[src/rtl/nvm_cmd_pkg.sv]
package nvm_cmd_pkg;
   typedef enum logic [3:0] {
      SQ_READ, SQ_UL1, SQ_UL2, SQ_PGM_WAIT,
      SQ_ER3, SQ_ER4, SQ_ER5, SQ_BUSY, SQ_FAIL
   } seq_state_e;

   typedef enum logic {OP_PGM = 1'b0, OP_ERASE = 1'b1} op_kind_e;

   localparam int CMD_AW = 11;
   localparam logic [7:0] KEY_A    = 8'hAA;
   localparam logic [7:0] KEY_B    = 8'h55;
   localparam logic [7:0] KEY_PGM  = 8'hA0;
   localparam logic [7:0] KEY_ERS  = 8'h80;
   localparam logic [7:0] KEY_CHIP = 8'h10;
   localparam logic [7:0] KEY_RST  = 8'hF0;
   localparam logic [CMD_AW-1:0] ADR_A = 11'h555;
   localparam logic [CMD_AW-1:0] ADR_B = 11'h2AA;
endpackage

[src/rtl/nvm_strobe_edge.sv]
module nvm_strobe_edge #(
   parameter int N = 2
) (
   input  logic         clk,
   input  logic         rst_n,
   input  logic [N-1:0] act,
   output logic [N-1:0] end_evt
);
   for (genvar i = 0; i < N; i++) begin : g_edge
      logic act_q;
      always_ff @(posedge clk or negedge rst_n) begin
         if (!rst_n) act_q <= 1'b0;
         else        act_q <= act[i];
      end
      assign end_evt[i] = act_q & ~act[i];
   end
endmodule

[src/rtl/nvm_op_timer.sv]
module nvm_op_timer
   import nvm_cmd_pkg::*;
#(
   parameter int PROG_CYCLES  = 1000,
   parameter int ERASE_CYCLES = 4000
) (
   input  logic     clk,
   input  logic     rst_n,
   input  logic     start,
   input  logic     run,
   input  op_kind_e kind,
   output logic     last
);
   localparam int MAXC = (PROG_CYCLES > ERASE_CYCLES) ? PROG_CYCLES : ERASE_CYCLES;
   localparam int CW   = $clog2(MAXC);
   localparam logic [CW-1:0] P_LAST = CW'(PROG_CYCLES - 1);
   localparam logic [CW-1:0] E_LAST = CW'(ERASE_CYCLES - 1);

   logic [CW-1:0] cnt;

   always_ff @(posedge clk or negedge rst_n) begin
      if (!rst_n)     cnt <= '0;
      else if (start) cnt <= '0;
      else if (run)   cnt <= cnt + CW'(1);
   end

   assign last = run && (cnt == ((kind == OP_ERASE) ? E_LAST : P_LAST));

   AST_CNT_BOUND: assert property (@(posedge clk) disable iff (!rst_n)
      run |-> (cnt <= CW'(MAXC - 1)));
endmodule

[src/rtl/nvm_cmd_fsm.sv]
module nvm_cmd_fsm
   import nvm_cmd_pkg::*;
#(
   parameter int AW     = 22,
   parameter int DW     = 16,
   parameter bit ACC_EN = 1'b1
) (
   input  logic          clk,
   input  logic          rst_n,
   input  logic          wr_evt,
   input  logic [AW-1:0] addr,
   input  logic [DW-1:0] din,
   input  logic          accel,
   input  logic          tmo,
   input  logic          tmr_last,
   output seq_state_e    st,
   output logic          op_start,
   output logic          op_commit,
   output op_kind_e      op_kind,
   output logic [AW-1:0] lat_addr,
   output logic [DW-1:0] lat_data
);
   seq_state_e nxt;
   op_kind_e   nxt_kind;
   logic       accel_eff;

   if (ACC_EN) begin : g_acc
      assign accel_eff = accel;
   end else begin : g_noacc
      logic unused_acc;
      assign unused_acc = accel;
      assign accel_eff  = 1'b0;
   end

   logic a_hit, b_hit;
   logic [7:0] key;
   assign a_hit = (addr[CMD_AW-1:0] == ADR_A);
   assign b_hit = (addr[CMD_AW-1:0] == ADR_B);
   assign key   = din[7:0];

   always_comb begin
      nxt      = st;
      nxt_kind = op_kind;
      op_start = 1'b0;
      unique case (st)
         SQ_READ: if (wr_evt) begin
            if (accel_eff && a_hit && key == KEY_PGM) nxt = SQ_PGM_WAIT;
            else if (a_hit && key == KEY_A)           nxt = SQ_UL1;
         end
         SQ_UL1: if (wr_evt) nxt = (b_hit && key == KEY_B) ? SQ_UL2 : SQ_READ;
         SQ_UL2: if (wr_evt) begin
            if (a_hit && key == KEY_PGM)      nxt = SQ_PGM_WAIT;
            else if (a_hit && key == KEY_ERS) nxt = SQ_ER3;
            else                              nxt = SQ_READ;
         end
         SQ_PGM_WAIT: if (wr_evt) begin
            nxt = SQ_BUSY; nxt_kind = OP_PGM; op_start = 1'b1;
         end
         SQ_ER3: if (wr_evt) nxt = (a_hit && key == KEY_A) ? SQ_ER4 : SQ_READ;
         SQ_ER4: if (wr_evt) nxt = (b_hit && key == KEY_B) ? SQ_ER5 : SQ_READ;
         SQ_ER5: if (wr_evt) begin
            if (a_hit && key == KEY_CHIP) begin
               nxt = SQ_BUSY; nxt_kind = OP_ERASE; op_start = 1'b1;
            end else nxt = SQ_READ;
         end
         SQ_BUSY: begin
            if (tmo)           nxt = SQ_FAIL;
            else if (tmr_last) nxt = SQ_READ;
         end
         SQ_FAIL: if (wr_evt && key == KEY_RST) nxt = SQ_READ;
         default: nxt = SQ_READ;
      endcase
   end

   always_ff @(posedge clk or negedge rst_n) begin
      if (!rst_n) begin
         st       <= SQ_READ;
         op_kind  <= OP_PGM;
         lat_addr <= '0;
         lat_data <= '0;
      end else begin
         st      <= nxt;
         op_kind <= nxt_kind;
         if (op_start) begin
            lat_addr <= addr;
            lat_data <= din;
         end
      end
   end

   assign op_commit = (st == SQ_BUSY) && tmr_last && !tmo;

   AST_START_NEEDS_WRITE: assert property (@(posedge clk) disable iff (!rst_n)
      $rose(st == SQ_BUSY) |-> $past(wr_evt));
   AST_BUSY_WR_HOLD: assert property (@(posedge clk) disable iff (!rst_n)
      (st == SQ_BUSY && wr_evt) |=> ($stable(lat_addr) && $stable(lat_data)));
   AST_COMMIT_LEAVES: assert property (@(posedge clk) disable iff (!rst_n)
      op_commit |=> (st == SQ_READ));
   AST_FAIL_HOLDS: assert property (@(posedge clk) disable iff (!rst_n)
      (st == SQ_FAIL && !(wr_evt && key == KEY_RST)) |=> (st == SQ_FAIL));
endmodule

[src/rtl/nvm_status_out.sv]
module nvm_status_out
   import nvm_cmd_pkg::*;
#(
   parameter int DW = 16
) (
   input  logic          clk,
   input  logic          rst_n,
   input  logic          rd_evt,
   input  logic          show,
   input  logic          fail,
   input  op_kind_e      kind,
   input  logic          data_b7,
   input  logic [DW-1:0] arr_rdata,
   output logic [DW-1:0] dout
);
   logic          tog;
   logic [DW-1:0] status;

   always_ff @(posedge clk or negedge rst_n) begin
      if (!rst_n)      tog <= 1'b0;
      else if (!show)  tog <= 1'b0;
      else if (rd_evt) tog <= ~tog;
   end

   always_comb begin
      status    = '0;
      status[7] = (kind == OP_PGM) ? ~data_b7 : 1'b0;
      status[6] = tog;
      status[5] = fail;
   end

   assign dout = show ? status : arr_rdata;

   AST_TOGGLE_STEP: assert property (@(posedge clk) disable iff (!rst_n)
      (show && $past(show) && $past(rd_evt)) |-> (dout[6] != $past(dout[6])));
   AST_TOGGLE_HOLD: assert property (@(posedge clk) disable iff (!rst_n)
      (show && $past(show) && !$past(rd_evt)) |-> $stable(dout[6]));
endmodule

[src/rtl/nvm_cmd_seq.sv]
module nvm_cmd_seq
   import nvm_cmd_pkg::*;
#(
   parameter int AW           = 22,
   parameter int DW           = 16,
   parameter int PROG_CYCLES  = 1000,
   parameter int ERASE_CYCLES = 4000,
   parameter bit ACC_EN       = 1'b1
) (
   input  logic          clk,
   input  logic          rst_n,
   input  logic [AW-1:0] bus_addr,
   input  logic [DW-1:0] bus_din,
   input  logic          bus_ce_n,
   input  logic          bus_we_n,
   input  logic          bus_oe_n,
   input  logic          accel_en,
   input  logic          tst_force_tmo,
   input  logic [DW-1:0] arr_rdata,
   output logic [DW-1:0] bus_dout,
   output logic          arr_busy,
   output logic          arr_done,
   output logic          arr_op,
   output logic [AW-1:0] arr_addr,
   output logic [DW-1:0] arr_wdata
);
   if (AW < CMD_AW) begin : g_bad_aw
      $error("AW must cover the unlock address bits");
   end
   if (DW < 8) begin : g_bad_dw
      $error("DW must hold a command byte");
   end
   if (PROG_CYCLES < 2 || ERASE_CYCLES < 2) begin : g_bad_len
      $error("operation lengths must be at least 2 cycles");
   end

   localparam int WR = 0;
   localparam int RD = 1;

   logic [1:0] act, evt;
   assign act[WR] = ~bus_ce_n & ~bus_we_n;
   assign act[RD] = ~bus_ce_n & ~bus_oe_n;

   nvm_strobe_edge #(.N(2)) u_edge (
      .clk(clk), .rst_n(rst_n), .act(act), .end_evt(evt)
   );

   seq_state_e st;
   op_kind_e   kind;
   logic       start, commit, last;

   nvm_cmd_fsm #(.AW(AW), .DW(DW), .ACC_EN(ACC_EN)) u_fsm (
      .clk(clk), .rst_n(rst_n), .wr_evt(evt[WR]), .addr(bus_addr), .din(bus_din),
      .accel(accel_en), .tmo(tst_force_tmo), .tmr_last(last), .st(st),
      .op_start(start), .op_commit(commit), .op_kind(kind),
      .lat_addr(arr_addr), .lat_data(arr_wdata)
   );

   nvm_op_timer #(.PROG_CYCLES(PROG_CYCLES), .ERASE_CYCLES(ERASE_CYCLES)) u_tmr (
      .clk(clk), .rst_n(rst_n), .start(start), .run(st == SQ_BUSY),
      .kind(kind), .last(last)
   );

   nvm_status_out #(.DW(DW)) u_stat (
      .clk(clk), .rst_n(rst_n), .rd_evt(evt[RD]),
      .show(st == SQ_BUSY || st == SQ_FAIL), .fail(st == SQ_FAIL),
      .kind(kind), .data_b7(arr_wdata[7]), .arr_rdata(arr_rdata), .dout(bus_dout)
   );

   assign arr_busy = (st == SQ_BUSY);
   assign arr_done = commit;
   assign arr_op   = (kind == OP_ERASE);

   AST_DONE_ENDS_BUSY: assert property (@(posedge clk) disable iff (!rst_n)
      arr_done |=> !arr_busy);
   AST_NO_DONE_ON_TMO: assert property (@(posedge clk) disable iff (!rst_n)
      (arr_busy && tst_force_tmo) |-> !arr_done);
endmodule

[config.mk]
export PLATFORM = sky130hd
export DESIGN_NAME = nvm_cmd_seq
export DESIGN_NICKNAME = d
export VERILOG_FILES = /design/src/rtl/nvm_cmd_pkg.sv /design/src/rtl/nvm_strobe_edge.sv /design/src/rtl/nvm_op_timer.sv /design/src/rtl/nvm_cmd_fsm.sv /design/src/rtl/nvm_status_out.sv /design/src/rtl/nvm_cmd_seq.sv
export SDC_FILE = /design/constraint.sdc
export NUM_CORES = 1
export LEC_CHECK = 0
export BUFFER_PORTS_ARGS = -buffer_cell sky130_fd_sc_hd__buf_2
export CAP_MARGIN = 20
export CELL_PAD_IN_SITES_DETAIL_PLACEMENT = 0
export CELL_PAD_IN_SITES_GLOBAL_PLACEMENT = 1
export CORE_MARGIN = 5
export CORE_UTILIZATION = 33
export CTS_CLUSTER_SIZE = 40
export DETAILED_ROUTE_END_ITERATION = 16
export GPL_TIMING_DRIVEN = 0
export PLACE_DENSITY_LB_ADDON = 0.12
export SLEW_MARGIN = 20
export SYNTH_ARGS = -nofsm -noshare
export SYNTH_HDL_FRONTEND = slang
export SYNTH_SLANG_ARGS = --single-unit
[constraint.sdc]
create_clock -name clk -period 1.89 [get_ports clk]
set_input_delay 0.189 -clock clk [delete_from_list [all_inputs] [get_ports clk]]
set_output_delay 0.189 -clock clk [all_outputs]
set_load 0.02 [all_outputs]
## Word level (Yosys, flattened, before mapping)

Index checks and enable logic that the tools add are counted.
Widths: inputs -> output; s select.

| word-level totals | value |
|---|---|
| bits in registers | 58 |
| output and inout bits | 57 |
| word-level logic and storage cells | 101 |

| operators by class | value |
|---|---|
| $add $sub $neg | 1 |
| equality and inequality tests | 29 |
| multiplexer cells | 34 |
| bitwise gates (word level) | 11 |
| reductions and logical operators | 18 |

Operator list:

| cell | count |
|---|---|
| $mux 4 | 13 |
| $mux 12 | 3 |
| $pmux 4 s9 | 1 |
| $eq 8x8->1 const B | 4 |
| $ne 2x1->1 const B | 9 |
| $eq 4x3->1 const B | 4 |
| $mux 16 | 1 |
| $add 12x1->12 const B | 1 |
| $eq 12x12->1 | 1 |
| $mux 3 | 4 |
| $eq 11x10->1 const B | 1 |
| $eq 11x11->1 const B | 1 |
| $logic_and 1x1->1 | 11 |
| $reduce_and 10->1 | 1 |
| $mux 1 | 9 |
| $eq 4x2->1 const B | 2 |
| $eq 8x5->1 const B | 1 |
| $eq 8x7->1 const B | 1 |
| $not 1->1 | 7 |
| $and 1x1->1 | 4 |
| $eq 4x1->1 const B | 1 |
| $eq 4x4->1 const B | 1 |
| $logic_not 4->1 | 1 |
| $pmux 1 s2 | 2 |
| other kinds (8) | 9 |

## Longest topological paths before layout

Gate-level depths: netlist (run 1).

| logic depth | value |
|---|---|
| depth in word-level cells | 7 |
| depth in mapped cells | 9 |
| gate-level depth less buffers | 8 |

## Hierarchy

From an unflattened synthesis (run 1), not the netlist that was laid out.

| unflattened totals | value |
|---|---|
| cell total of the unflattened synthesis | 249 |
| area, all modules | 2980.4 um^2 |

Modules (own cells, without submodules):

| module | times used | cells each | area each (um^2) | sequential area each (um^2) |
|---|---|---|---|---|
| nvm_cmd_fsm | 1 | 152 | 2021.9 | 1076.0 |
| nvm_op_timer | 1 | 66 | 636.9 | 300.3 |
| nvm_status_out | 1 | 22 | 192.7 | 25.0 |
| nvm_strobe_edge | 1 | 4 | 77.6 | 50.0 |
| nvm_cmd_seq | 1 | 5 | 51.3 | 0.0 |

## Least setup slack after synthesis (run 1)

No wires, ideal clock.

| timing path | value |
|---|---|
| path type | reg-to-output |
| start | register u_fsm.st[3] |
| end | output port bus_dout[7] |
| arrival time | 1.895 ns |
| required time | 1.701 ns |
| setup slack | -0.194 ns |
| stages on the path, launching flop included | 8 |
| buffers on the path | 2 |
| cell sequence | dfrtp_1 -> clkbuf_2 -> nor2b_1 -> nand3_1 -> inv_2 -> a21oi_1 -> clkbuf_1 -> o31ai_1 |

| on the way | value |
|---|---|
| cells in the longest elaborated chain, start to end | 3 |

Ends and longest elaborated chain:

| what | RTL line | source |
|---|---|---|
| start: declaration | nvm_cmd_fsm.sv:16 | `output seq_state_e st,` |
| start signal: assignment | nvm_cmd_fsm.sv:82 | `st <= nxt;` |
| $eq 4x3->1 | - |  |
| named net arr_busy | nvm_cmd_seq.sv:21 | `output logic arr_busy,` |
| $logic_or 1x1->1 | nvm_cmd_seq.sv:66 | `.show(st == SQ_BUSY \|\| st == SQ_FAIL), .fail(st == SQ_FAIL),` |
| $mux 16 | nvm_status_out.sv:32 | `assign dout = show ? status : arr_rdata;` |
| end: declaration | nvm_cmd_seq.sv:20 | `output logic [DW-1:0] bus_dout,` |

The timed path passes the listed nets, and every way through them passes these cells.

## Final worst setup path (run 1)

| timing path | value |
|---|---|
| start | register u_tmr.cnt[10] |
| end | output port arr_done |

| on the way | value |
|---|---|
| cells in the longest elaborated chain, start to end | 4 |

Ends and longest elaborated chain:

| what | RTL line | source |
|---|---|---|
| start: declaration | nvm_op_timer.sv:19 | `logic [CW-1:0] cnt;` |
| start signal: assignment | nvm_op_timer.sv:24 | `else if (run) cnt <= cnt + CW'(1);` |
| $eq 12x12->1 | nvm_op_timer.sv:27 | `assign last = run && (cnt == ((kind == OP_ERASE) ? E_LAST : P_LAST));` |
| $logic_and 1x1->1 | nvm_op_timer.sv:27 |  |
| $logic_and 1x1->1 (2 in a row) | nvm_cmd_fsm.sv:91 | `assign op_commit = (st == SQ_BUSY) && tmr_last && !tmo;` |
| end: declaration | nvm_cmd_seq.sv:22 | `output logic arr_done,` |

No other way between the ends.

==> results of run 1 <==
cell usage in the layout, fill, tap and decap left out, types with 3 or more instances in the layout:
cell type and instances:
nand2_1 15, a31oi_1 4, nor4b_1 3, o21ai_0 4
buf_8 7, clkbuf_8 9, clkinvlp_4 3, clkbuf_16 3
dfrtp_2 4, and2_4 13, nor2_1 19, mux2_4 30
buf_4 27, buf_2 100, xor2_1 10, nand4_1 8
nand3_1 6, mux2_2 10, buf_6 22, and4bb_2 3
a21oi_1 3, dfrtp_1 54
repair_timing:
item,in CTS,in global routing
gates cloned,1,5
setup buffers,13,17
endpoints found under the setup margin,59,53
endpoints found under the hold margin,59,0
pin swaps,7,20
hold buffers,2,0
gates resized for setup,37,84
Yosys cell counts (2+ instances only):
| cell type | number | area share [%] |
|---|---|---|
| nand4_1 | 8 | 1.7 |
| nor4_1 | 2 | 0.43 |
| nor3b_1 | 2 | 0.52 |
| buf_6 | 2 | 0.78 |
| nor2_1 | 21 | 2.7 |
| a31oi_1 | 4 | 0.86 |
| inv_1 | 2 | 0.26 |
| a21o_1 | 2 | 0.52 |
| mux2_2 | 29 | 11 |
| xnor2_1 | 2 | 0.60 |
| clkbuf_8 | 2 | 0.95 |
| mux2_4 | 11 | 5.7 |
| buf_2 | 3 | 0.52 |
| o31ai_1 | 2 | 0.52 |
| xor2_1 | 10 | 3.0 |
| and2_1 | 13 | 2.8 |
| nand3_1 | 9 | 1.6 |
| a21oi_1 | 4 | 0.69 |
| nand2_1 | 16 | 2.1 |
| nor3_1 | 3 | 0.52 |
| o21ai_0 | 4 | 0.69 |
| nor4b_1 | 4 | 1.2 |
| nor2b_1 | 4 | 0.86 |
| dfrtp_1 | 58 | 50 |
| and4bb_2 | 3 | 1.3 |
| and3_1 | 2 | 0.43 |
stage by stage:
stage,cells,hold slack [ns]
global route,523,0.009926
CTS,503,0.004677
finish,523,0.02386
floorplan,246,-0.1066
global placement,471,0.3545
detailed placement,471,0.3171
sequential cells by signal (all words and copies together) (netlist names):
register / flops
u_edge.g_edge.act_q: 2
u_fsm.st: 4
u_fsm.op_kind: 1
u_fsm.lat_addr: 22
u_tmr.cnt: 12
u_stat.tog: 1
u_fsm.lat_data: 16
cell families (layout without fill, tap and decap cells):
kind of cell               after synthesis  after routing
AOI/OAI and AO/OA                       25             25
buffers and inverters                   13            182
adders and majority gates                1              1
xor gates and xnor gates                12             12
and+or+nand+nor                         97             97
muxes                                   40             40
DFF                                     58             58
final cells by class:
class                   count  area (um^2)  share of cell area [%]
flip-flops and latches     58         1456                   31.62
clock inverters             7        78.83                   1.711
well taps                 108        135.1                   2.934
plain buffers               8        110.1                   2.391
repair buffers            155         1081                   23.47
clock buffers               9        123.9                   2.689
inverters                   3        13.76                  0.2988
multi-input cells         175         1607                   34.88
worst max path at each step:
| stage | startpoint | end | slack (ns) | cells after the start |
|---|---|---|---|---|
| after floorplan | u_tmr.cnt[10] | u_fsm.st[1] | -0.05 | 6 |
| after global placement | u_fsm.st[2] | bus_dout[7] | -0.43 | 8 |
| after detailed placement | u_fsm.st[3] | bus_dout[7] | -0.43 | 9 |
| after CTS | u_tmr.cnt[10] | u_fsm.st[1] | -0.22 | 6 |
| after global routing | u_tmr.cnt[10] | arr_done | -0.28 | 5 |
| final | u_tmr.cnt[10] | arr_done | -0.17 | 5 |
metal layers:
layer | vias to the layer above | GRT usage (%) | wire (um)
met5 | - | 0 | 0
met4 | 0 | 6.938 | 190
met3 | 17 | 4.602 | 579
met2 | 101 | 23.54 | 4026
met1 | 1229 | 18.36 | 3719
li1 | 1213 | - | -
critical path: stages (launching register included):
cell and delay, ns:
dfrtp_1 0.41, or3_4 0.41, nor4_4 0.15, o2111ai_2 0.19
nor3_2 0.22, buf_4 0.17
report_power, final:
part	internal (mW)	leakage [nW]	switching, mW	total, mW
logic	0.279	1.47	0.257	0.536
clock network	0.616	0.0921	0.552	1.17
registers	1.25	0.739	0.00686	1.26
==> impl_metrics.py, run 1 <==
metrics = {
    "outcome": {
        "run_status": "complete, but fails checks",
        "violations": "negative setup slack",
    },
    "logic_synthesis": {
        "synth-xor-area-share_pct": 3.624,
        "synth_enable_flop_cells": 0,
        "mappedNetlistNets": 308,
        "synth_mux_area_share_pct": 16.95,
        "synth-compound-area-share_pct": 6.040,
        "synth_simple_gate_area_share_pct": 19.72,
        "yosys_warnings": 0,
        "postSynthAreaPerCell_um2": 11.79,
        "synth-seq-cells": 58,
        "yosys.area_share.adder_pct": 0.4314,
        "ys_seq_area_share_pct": 50.04,
        "synth_top_family_by_area": "simple AND/OR/NAND/NOR gates",
        "post_synth_instance_area_um2": 2900,
        "ys_types": 50,
        "yosys_most_used_dff": "dfrtp_1",
        "netlist_instances": 246,
        "ys_async_sr_fraction_pct": 100.0,
    },
    "layout": {
        "layout.nets": 472,
        "area_delta_synth_final_pct": 58.80,
        "postLayoutCellArea_um2": 4606,
        "fill_cells": 774,
        "post_route_cells_drive_above_1_share_pct": 63.61,
        "n_antenna_cell": 0,
        "fin_util_pct": 53.33,
    },
    "pwr": {
        "totalPowerFinal_mw": 2.966,
        "peak_vdd_ir_mv": 0.3362,
        "p_leak_nw": 2.305,
        "power-per-cell-area_nw_per_um2": 643.9,
    },
    "sta": {
        "max_clock_freq_mhz": 484.4,
        "final_min_period_over_clock_period_pct": 109.2,
        "grt_setup_unrepaired": "true",
        "relSlewSlack_pct": 49.77,
        "timing.final.hold_violations": 0,
        "fin_worst_skew_ns": 0.009147,
        "tightest_slew_ns": 0.7535,
        "final_max_slew_viol_count": 0,
        "setup_tns_ns": -0.7846,
        "report.final.setup_viol": 21,
        "timing.final.ws_setup_ns": -0.1744,
        "final_period_minus_worst_setup_slack_ns": 2.064,
    },
    "route": {
        "vias_per_cell": 4.895,
        "detail_route.first_pass.iterations": 4,
        "wl_per_cell_um": 16.28,
        "drt_drc_violations_left": 0,
        "sum_of_routed_wire_length_over_all_layers_um": 8516,
        "drt.antenna.violating_nets": 0,
        "dr_total_vias": 2560,
        "drt-initial-drc-count": 109,
    },
    "floorplan": {
        "initial_utilization_pct": 33.58,
        "die_area_um2": 10760,
        "core_ar_um2": 8636,
        "floorplan.rows": 34,
        "pin_count": 118,
        "dieWidth_um": 103.8,
        "die_y_um": 103.8,
    },
    "hold_path": {
        "min-delay-path-class": "input port to flop",
        "hold_path_end": "u_edge.g_edge[0].act_q",
        "min_delay_path_depth": 2,
        "min_from": "bus_we_n",
    },
    "grt": {
        "pin_count_of_the_biggest_net_entering_global_routing": 59,
        "antenna_violations_before_repair": 0,
        "global_routing_usage_summed_across_all_routing_layers_pct": 14.83,
        "grt_pass1_wl_um": 13110,
        "first_global_vias": 2653,
        "gr_ovfl_total": 0,
    },
    "placed_design": {
        "placement.cell_area_um2": 3630,
        "detailed_place_hpwl_um": 5476,
        "portBuffers": 117,
        "placement.setup.worst_slack_ns": -0.4253,
        "gp_routability_congestion": 0.9109,
    },
    "job": {
        "cap_violations": 0,
    },
    "worst_setup_path": {
        "reg2reg_depth": 6,
        "crit_path_start_kind": "flop",
        "regToRegEndpoint": "u_fsm.st[1]",
        "critical_path_class": "flop to output pin",
        "cp_data_required_time_ns": 1.70,
        "rrSetupSlack_ns": -0.17,
        "critical_path.endpoint_type": "output pin",
        "timing.critical_path.arrival_ns": 1.88,
        "worstPathMaxFanout": 3,
        "source_of_the_worst_register_to_register_timing_path": "u_tmr.cnt[10]",
    },
    "cts": {
        "worst_skew_pair.late_latency_ns": 0.34,
        "clock_sink_count": 58,
        "cts_tree": "yes",
        "cts-htree-levels": 3,
        "clock_path_buffers": 2,
        "tritoncts.num_buffers": 9,
        "clk_pin_slew_ns": 0.07,
        "cts_root_buf": "clkbuf_8",
    },
}
(Power assumes the default switching activity.)
==> run 2: changes to the inputs <==
CORE_UTILIZATION = 30   (was 33)
HOLD_SLACK_MARGIN = 0.1   (was unset)
==> impl_metrics.py, run 2 (synthesis results as in run 1) <==
metrics = {
    "route": {
        "dr_total_vias": 2568,
        "detail_route.first_pass.iterations": 4,
        "wl_per_cell_um": 15.36,
        "sum_of_routed_wire_length_over_all_layers_um": 8569,
        "vias_per_cell": 4.602,
        "drt.antenna.violating_nets": 0,
        "drt_drc_violations_left": 0,
        "drt-initial-drc-count": 90,
    },
    "sta": {
        "relSlewSlack_pct": 50.31,
        "timing.final.hold_violations": 0,
        "tightest_slew_ns": 0.7454,
        "report.final.setup_viol": 47,
        "fin_worst_skew_ns": 0.01224,
        "final_max_slew_viol_count": 0,
        "final_period_minus_worst_setup_slack_ns": 2.032,
        "timing.final.ws_setup_ns": -0.1423,
        "final_min_period_over_clock_period_pct": 107.5,
        "grt_setup_unrepaired": "true",
        "max_clock_freq_mhz": 492.0,
    },
    "layout": {
        "layout.nets": 486,
        "n_antenna_cell": 0,
        "area_delta_synth_final_pct": 64.88,
        "final-instance-count-excl-fill": 558,
        "fill_cells": 842,
        "top_register": "u_fsm.lat_addr",
        "post_route_cells_drive_above_1_share_pct": 59.44,
        "fin_util_pct": 51.27,
        "largest_regs": "u_fsm.lat_addr x22, u_fsm.lat_data x16, u_tmr.cnt x12",
        "mostFrequentLayoutCell": "buf_2",
        "commonest_cells_after_routing_fill_and_taps_aside": "100 x buf_2, 56 x dfrtp_1, 31 x mux2_4",
        "largest_register_ffs": 22,
    },
    "floorplan": {
        "dieWidth_um": 108.3,
        "die_area_um2": 11730,
        "pin_count": 118,
        "floorplan.rows": 35,
        "initial_utilization_pct": 31.09,
        "die_y_um": 108.3,
        "core_ar_um2": 9328,
    },
    "grt": {
        "grt_pass1_wl_um": 13550,
        "gr_ovfl_total": 0,
        "antenna_violations_before_repair": 0,
        "global_routing_usage_summed_across_all_routing_layers_pct": 14.61,
        "pin_count_of_the_biggest_net_entering_global_routing": 59,
        "first_global_vias": 2696,
    },
    "worst_setup_path": {
        "critical_path.max_stage_delay_ns": 0.41,
        "critical_path.endpoint_type": "flop",
        "cp_data_required_time_ns": 2.12,
        "timing.critical_path.arrival_ns": 2.26,
        "worstPathMaxFanout": 4,
        "cp_cell_sequence": "or3_4 -> nor4_4 -> o2111ai_2 -> a221oi_2 -> buf_4 -> o21ai_4 -> mux2_4",
        "crit_path_start_kind": "flop",
        "critical_path_class": "flop to flop",
        "slowest_stage": "dfrtp_1",
    },
    "cts": {
        "tritoncts.num_buffers": 9,
        "clock_path_buffers": 2,
        "cts_root_buf": "clkbuf_8",
        "clk_pin_slew_ns": 0.08,
        "worst_skew_pair.late_latency_ns": 0.34,
        "cts-htree-levels": 3,
        "cts_tree": "yes",
        "clock_sink_count": 58,
    },
    "hold_path": {
        "min-delay-path-class": "input port to flop",
    },
    "outcome": {
        "run_status": "complete, but fails checks",
        "violations": "negative setup slack",
    },
    "pwr": {
        "peak_vdd_ir_mv": 0.3075,
        "power-per-cell-area_nw_per_um2": 677.1,
        "totalPowerFinal_mw": 3.238,
        "p_leak_nw": 2.375,
    },
    "placed_design": {
        "numPlacedInstances": 492,
        "placement.setup.worst_slack_ns": -0.4009,
        "detailed_place_hpwl_um": 5573,
        "portBuffers": 117,
        "gp_routability_congestion": 0.8039,
    },
    "job": {
        "cap_violations": 0,
    },
}
run 2: cell count changes in the layout (fill, tap and decap cells not counted), sizes merged:
cell	delta
clkbuf	-2
clkinv	+1
inv	-1
buf	-7
dlygate4sd3	+23
clkinvlp	-1
bufinv	+1
run 2: worst max-delay path: cells and delay by family, from the launching register on:
kind            cells  cell delay (ns)
flops               1             0.41
simple gates        2             0.53
compound gates      3             0.50
mux                 1             0.30
buf+inv             1             0.17
run 2: final cells by class:
type,count,area [um^2],area share [%]
multi-input combinational,175,1624,33.96
sequential,58,1454,30.40
timing repair buffer,168,1196,25.01
tap,129,161.4,3.375
clock buffer,9,123.9,2.590
buffer,9,115.1,2.407
clock inverter,7,93.84,1.962
inverter,3,13.76,0.2878
run 2: stage by stage:
| stage | area, um^2 | TNS (ns) | hold slack [ns] |
|---|---|---|---|
| final | 4782 | -1.977 | 0.1215 |
| after global routing | 4782 | -5.279 | 0.1128 |
| after CTS | 4556 | -1.211 | 0.1069 |
| after detailed placement | 3656 | -14.92 | 0.3188 |
| after global placement | 3654 | -14.46 | 0.3519 |
| after floorplan | 2907 | -0.08217 | -0.1066 |
run 2: timing repair:
action | 4_1_cts | 5_1_grt
pin swaps | 21 | 7
setup endpoints to repair | 71 | 49
gates resized for setup | 83 | 41
gates cloned | 2 | 1
setup buffers | 15 | 8
hold endpoints to repair | 80 | 0
hold buffers | 25 | 0
run 2: metal layers:
layer / GRT usage, % / up-vias / part of all wire [%]
li1: - / 1235 / -
met5: 0 / - / 0
met2: 23.18 / 96 / 46
met1: 19.35 / 1226 / 46
met3: 4.478 / 11 / 6.8
met4: 4.058 / 0 / 1.1
run 2: worst paths after layout:
path | start | to | slack (ns) | depth (start not counted)
setup / recovery | u_tmr.cnt[4] | u_fsm.st[1] | -0.14 | 7
hold / removal | bus_addr[7] | u_fsm.lat_addr[7] | 0.12 | 2
setup reg to reg | u_tmr.cnt[4] | u_fsm.st[1] | -0.14 | 7
hold reg to reg | u_fsm.lat_data[11] | u_fsm.lat_data[11] | 0.51 | 1
max in group asynchronous | rst_n | u_fsm.op_kind | 0.90 | 2
min in group asynchronous | rst_n | u_fsm.lat_data[1] | 0.46 | 2
run 2: power by group:
part | switching, mW | internal (mW) | total (mW) | leakage (nW)
combinational | 0.310 | 0.398 | 0.708 | 1.53
clock | 0.530 | 0.739 | 1.27 | 0.105
sequential | 0.00669 | 1.25 | 1.26 | 0.741
total | 0.847 | 2.39 | 3.24 | 2.37
==> run 3: changes to the inputs <==
SYNTH_HIERARCHICAL = 1   (was unset)
==> impl_metrics.py, run 3 <==
metrics = {
    "placed_design": {
        "portBuffers": 117,
        "detailed_place_hpwl_um": 5739,
        "gp_routability_congestion": 0.7836,
        "placement.cell_area_um2": 3775,
    },
    "floorplan": {
        "die_area_um2": 12030,
        "floorplan.rows": 36,
        "core_ar_um2": 9729,
        "die_y_um": 109.7,
        "dieWidth_um": 109.7,
        "pin_count": 118,
        "initial_utilization_pct": 30.63,
    },
    "job": {
        "cap_violations": 0,
    },
    "layout": {
        "largest_regs": "u_fsm/lat_addr x22, u_fsm/lat_data x16, u_tmr/cnt x12",
        "multi_input_area_um2": 1594,
        "fill_cells": 921,
        "n_antenna_cell": 0,
        "postLayoutCellArea_um2": 4825,
        "post_route_cells_drive_above_1_share_pct": 54.73,
        "layout.nets": 501,
        "commonest_cells_after_routing_fill_and_taps_aside": "99 x buf_2, 53 x dfrtp_1, 36 x buf_4",
        "mostFrequentLayoutCell": "buf_2",
        "fin_util_pct": 49.59,
        "top_register": "u_fsm/lat_addr",
        "seqCellArea_um2": 1458,
        "area_delta_synth_final_pct": 61.88,
        "largest_register_ffs": 22,
    },
    "sta": {
        "fin_worst_skew_ns": 0.01318,
        "report.final.setup_viol": 32,
        "tightest_slew_ns": 0.7425,
        "relSlewSlack_pct": 50.50,
        "timing.final.ws_setup_ns": -0.3073,
        "timing.final.hold_violations": 0,
        "final_max_slew_viol_count": 0,
        "final_period_minus_worst_setup_slack_ns": 2.197,
        "max_clock_freq_mhz": 455.1,
        "final_min_period_over_clock_period_pct": 116.3,
        "setup_tns_ns": -5.006,
        "grt_setup_unrepaired": "true",
    },
    "grt": {
        "global_routing_usage_summed_across_all_routing_layers_pct": 13.99,
        "grt_pass1_wl_um": 12990,
        "gr_ovfl_total": 0,
        "antenna_violations_before_repair": 0,
        "pin_count_of_the_biggest_net_entering_global_routing": 59,
        "first_global_vias": 2664,
    },
    "cts": {
        "clock_sink_count": 58,
        "cts_tree": "yes",
        "cts_root_buf": "clkbuf_8",
        "cts-htree-levels": 3,
        "tritoncts.num_buffers": 9,
        "worst_skew_pair.late_latency_ns": 0.34,
        "clock_path_buffers": 2,
        "clk_pin_slew_ns": 0.07,
    },
    "pwr": {
        "power-per-cell-area_nw_per_um2": 785.6,
        "p_leak_nw": 2.430,
        "peak_vdd_ir_mv": 0.3972,
    },
    "route": {
        "vias_per_cell": 4.657,
        "wl_per_cell_um": 14.84,
        "dr_total_vias": 2687,
        "drt_drc_violations_left": 0,
        "sum_of_routed_wire_length_over_all_layers_um": 8561,
        "detail_route.first_pass.iterations": 4,
        "drt.antenna.violating_nets": 0,
        "drt-initial-drc-count": 98,
    },
    "logic_synthesis": {
        "synth_area_leader_cell": "dfrtp_1",
        "synth_enable_flop_cells": 0,
        "postSynthAreaPerCell_um2": 11.97,
        "post_synth_instance_area_um2": 2980,
        "ys_types": 54,
        "netlist_instances": 249,
        "yosys.area.top_type_share_pct": 48.70,
        "mappedNetlistNets": 311,
        "ys_top_cells_by_count": "58 x dfrtp_1, 19 x mux2_2, 15 x nand2_1, 15 x nor2_1, 15 x nor2b_1",
        "yosys_warnings": 6,
        "synth-seq-cells": 58,
        "ys_async_sr_fraction_pct": 100.0,
        "netlist_top_cells_area": "dfrtp_1 49%, mux2_2 7.2%, mux2_4 6.0%",
        "ys_seq_area_share_pct": 48.70,
        "yosys_most_used_dff": "dfrtp_1",
        "post-synth-top-count-cell": "dfrtp_1",
    },
    "worst_setup_path": {
        "critical_path.endpoint_type": "flop",
        "crit_path_start_kind": "flop",
        "cp_data_required_time_ns": 2.16,
        "critical_path.max_stage_delay_ns": 0.54,
        "slowest_stage": "or4_4",
        "timing.critical_path.arrival_ns": 2.46,
        "cp_cell_sequence": "and2b_4 -> nand4_4 -> nor2_4 -> o21ai_2 -> buf_6 -> buf_12 -> clkinv_8 -> o2111ai_4 -> or4_4 -> a21oi_2",
        "worstPathMaxFanout": 5,
        "critical_path_class": "flop to flop",
    },
    "outcome": {
        "violations": "negative setup slack",
        "run_status": "complete, but fails checks",
    },
    "hold_path": {
        "min-delay-path-class": "input port to flop",
    },
}
## run 3: worst max-delay path: cells and delay by family (launching register included)
kind                   cells  cell delay (ns)
buffers and inverters      3             0.29
and+or+nand+nor            4             1.08
DFF                        1             0.43
AOI/OAI and AO/OA          3             0.32
## run 3: per-stage QoR
| stage | total power [mW] | cells | hold WS [ns] | setup slack [ns] |
|---|---|---|---|---|
| global route | 3.999 | 577 | 0.1010 | -0.3892 |
| floorplan | 1.762 | 249 | -0.1066 | -0.3277 |
| global placement | 2.013 | 499 | 0.3809 | -0.6375 |
| finish | 3.790 | 577 | 0.1164 | -0.3073 |
| detailed placement | 2.014 | 499 | 0.3120 | -0.6344 |
| CTS | 3.774 | 572 | 0.1010 | -0.3510 |
## run 3: path summary, 6_finish.rpt
kind                                    startpoint                  to  slack (ns)  cells past startpoint
worst max register to register         u_fsm/st[3]        u_tmr/cnt[9]       -0.31                     10
worst max-delay path                   u_fsm/st[3]        u_tmr/cnt[9]       -0.31                     10
max in group asynchronous                    rst_n         u_fsm/st[3]        0.89                      2
min in group asynchronous                    rst_n   u_fsm/lat_data[9]        0.47                      2
worst min register to register  u_fsm/lat_data[12]  u_fsm/lat_data[12]        0.49                      1
worst min-delay path                    bus_din[0]   u_fsm/lat_data[0]        0.12                      2
## run 3: kinds of logic after synthesis
| logic type | Yosys count | share of synthesized area [%] |
|---|---|---|
| DFF | 58 | 48.70 |
| adders and majority gates | 1 | 0.4197 |
| muxes | 42 | 17.34 |
| AOI/OAI and AO/OA | 33 | 7.515 |
| buffers and inverters | 11 | 2.518 |
| and+or+nand+nor | 99 | 22.04 |
| xor gates and xnor gates | 5 | 1.469 |
## run 3: timing repair
action / 4_1_cts / 5_1_grt
pin swaps: 12 / 10
resized for setup: 39 / 35
hold buffers: 31 / 1
cloned: 1 / 1
endpoints found under the setup margin: 49 / 61
endpoints found under the hold margin: 87 / 1
buffers inserted: 27 / 5
## run 3: cell type report
| type | count | share of cell area [%] |
|---|---|---|
| sequential | 58 | 30.21 |
| clock buffer | 9 | 2.567 |
| multi-input combinational | 180 | 33.04 |
| buffer | 8 | 1.971 |
| inverter | 3 | 0.4927 |
| tap | 133 | 3.449 |
| timing repair buffer | 179 | 25.67 |
| clock inverter | 7 | 2.593 |
## run 3: metal layers
| metal | GRT usage [%] | part of all wire, % | vias up |
|---|---|---|---|
| li1 | - | - | 1300 |
| met1 | 18.27 | 44 | 1294 |
| met2 | 22.45 | 48 | 88 |
| met3 | 3.993 | 6.8 | 5 |
| met4 | 4.274 | 0.76 | 0 |
| met5 | 0 | 0 | - |
## run 3: power by group
| group | leakage (nW) | switching, mW | internal [mW] | total (mW) |
|---|---|---|---|---|
| Sequential | 0.775 | 0.0405 | 1.27 | 1.31 |
| Combinational | 1.53 | 0.494 | 0.550 | 1.04 |
| Clock | 0.124 | 0.550 | 0.887 | 1.44 |
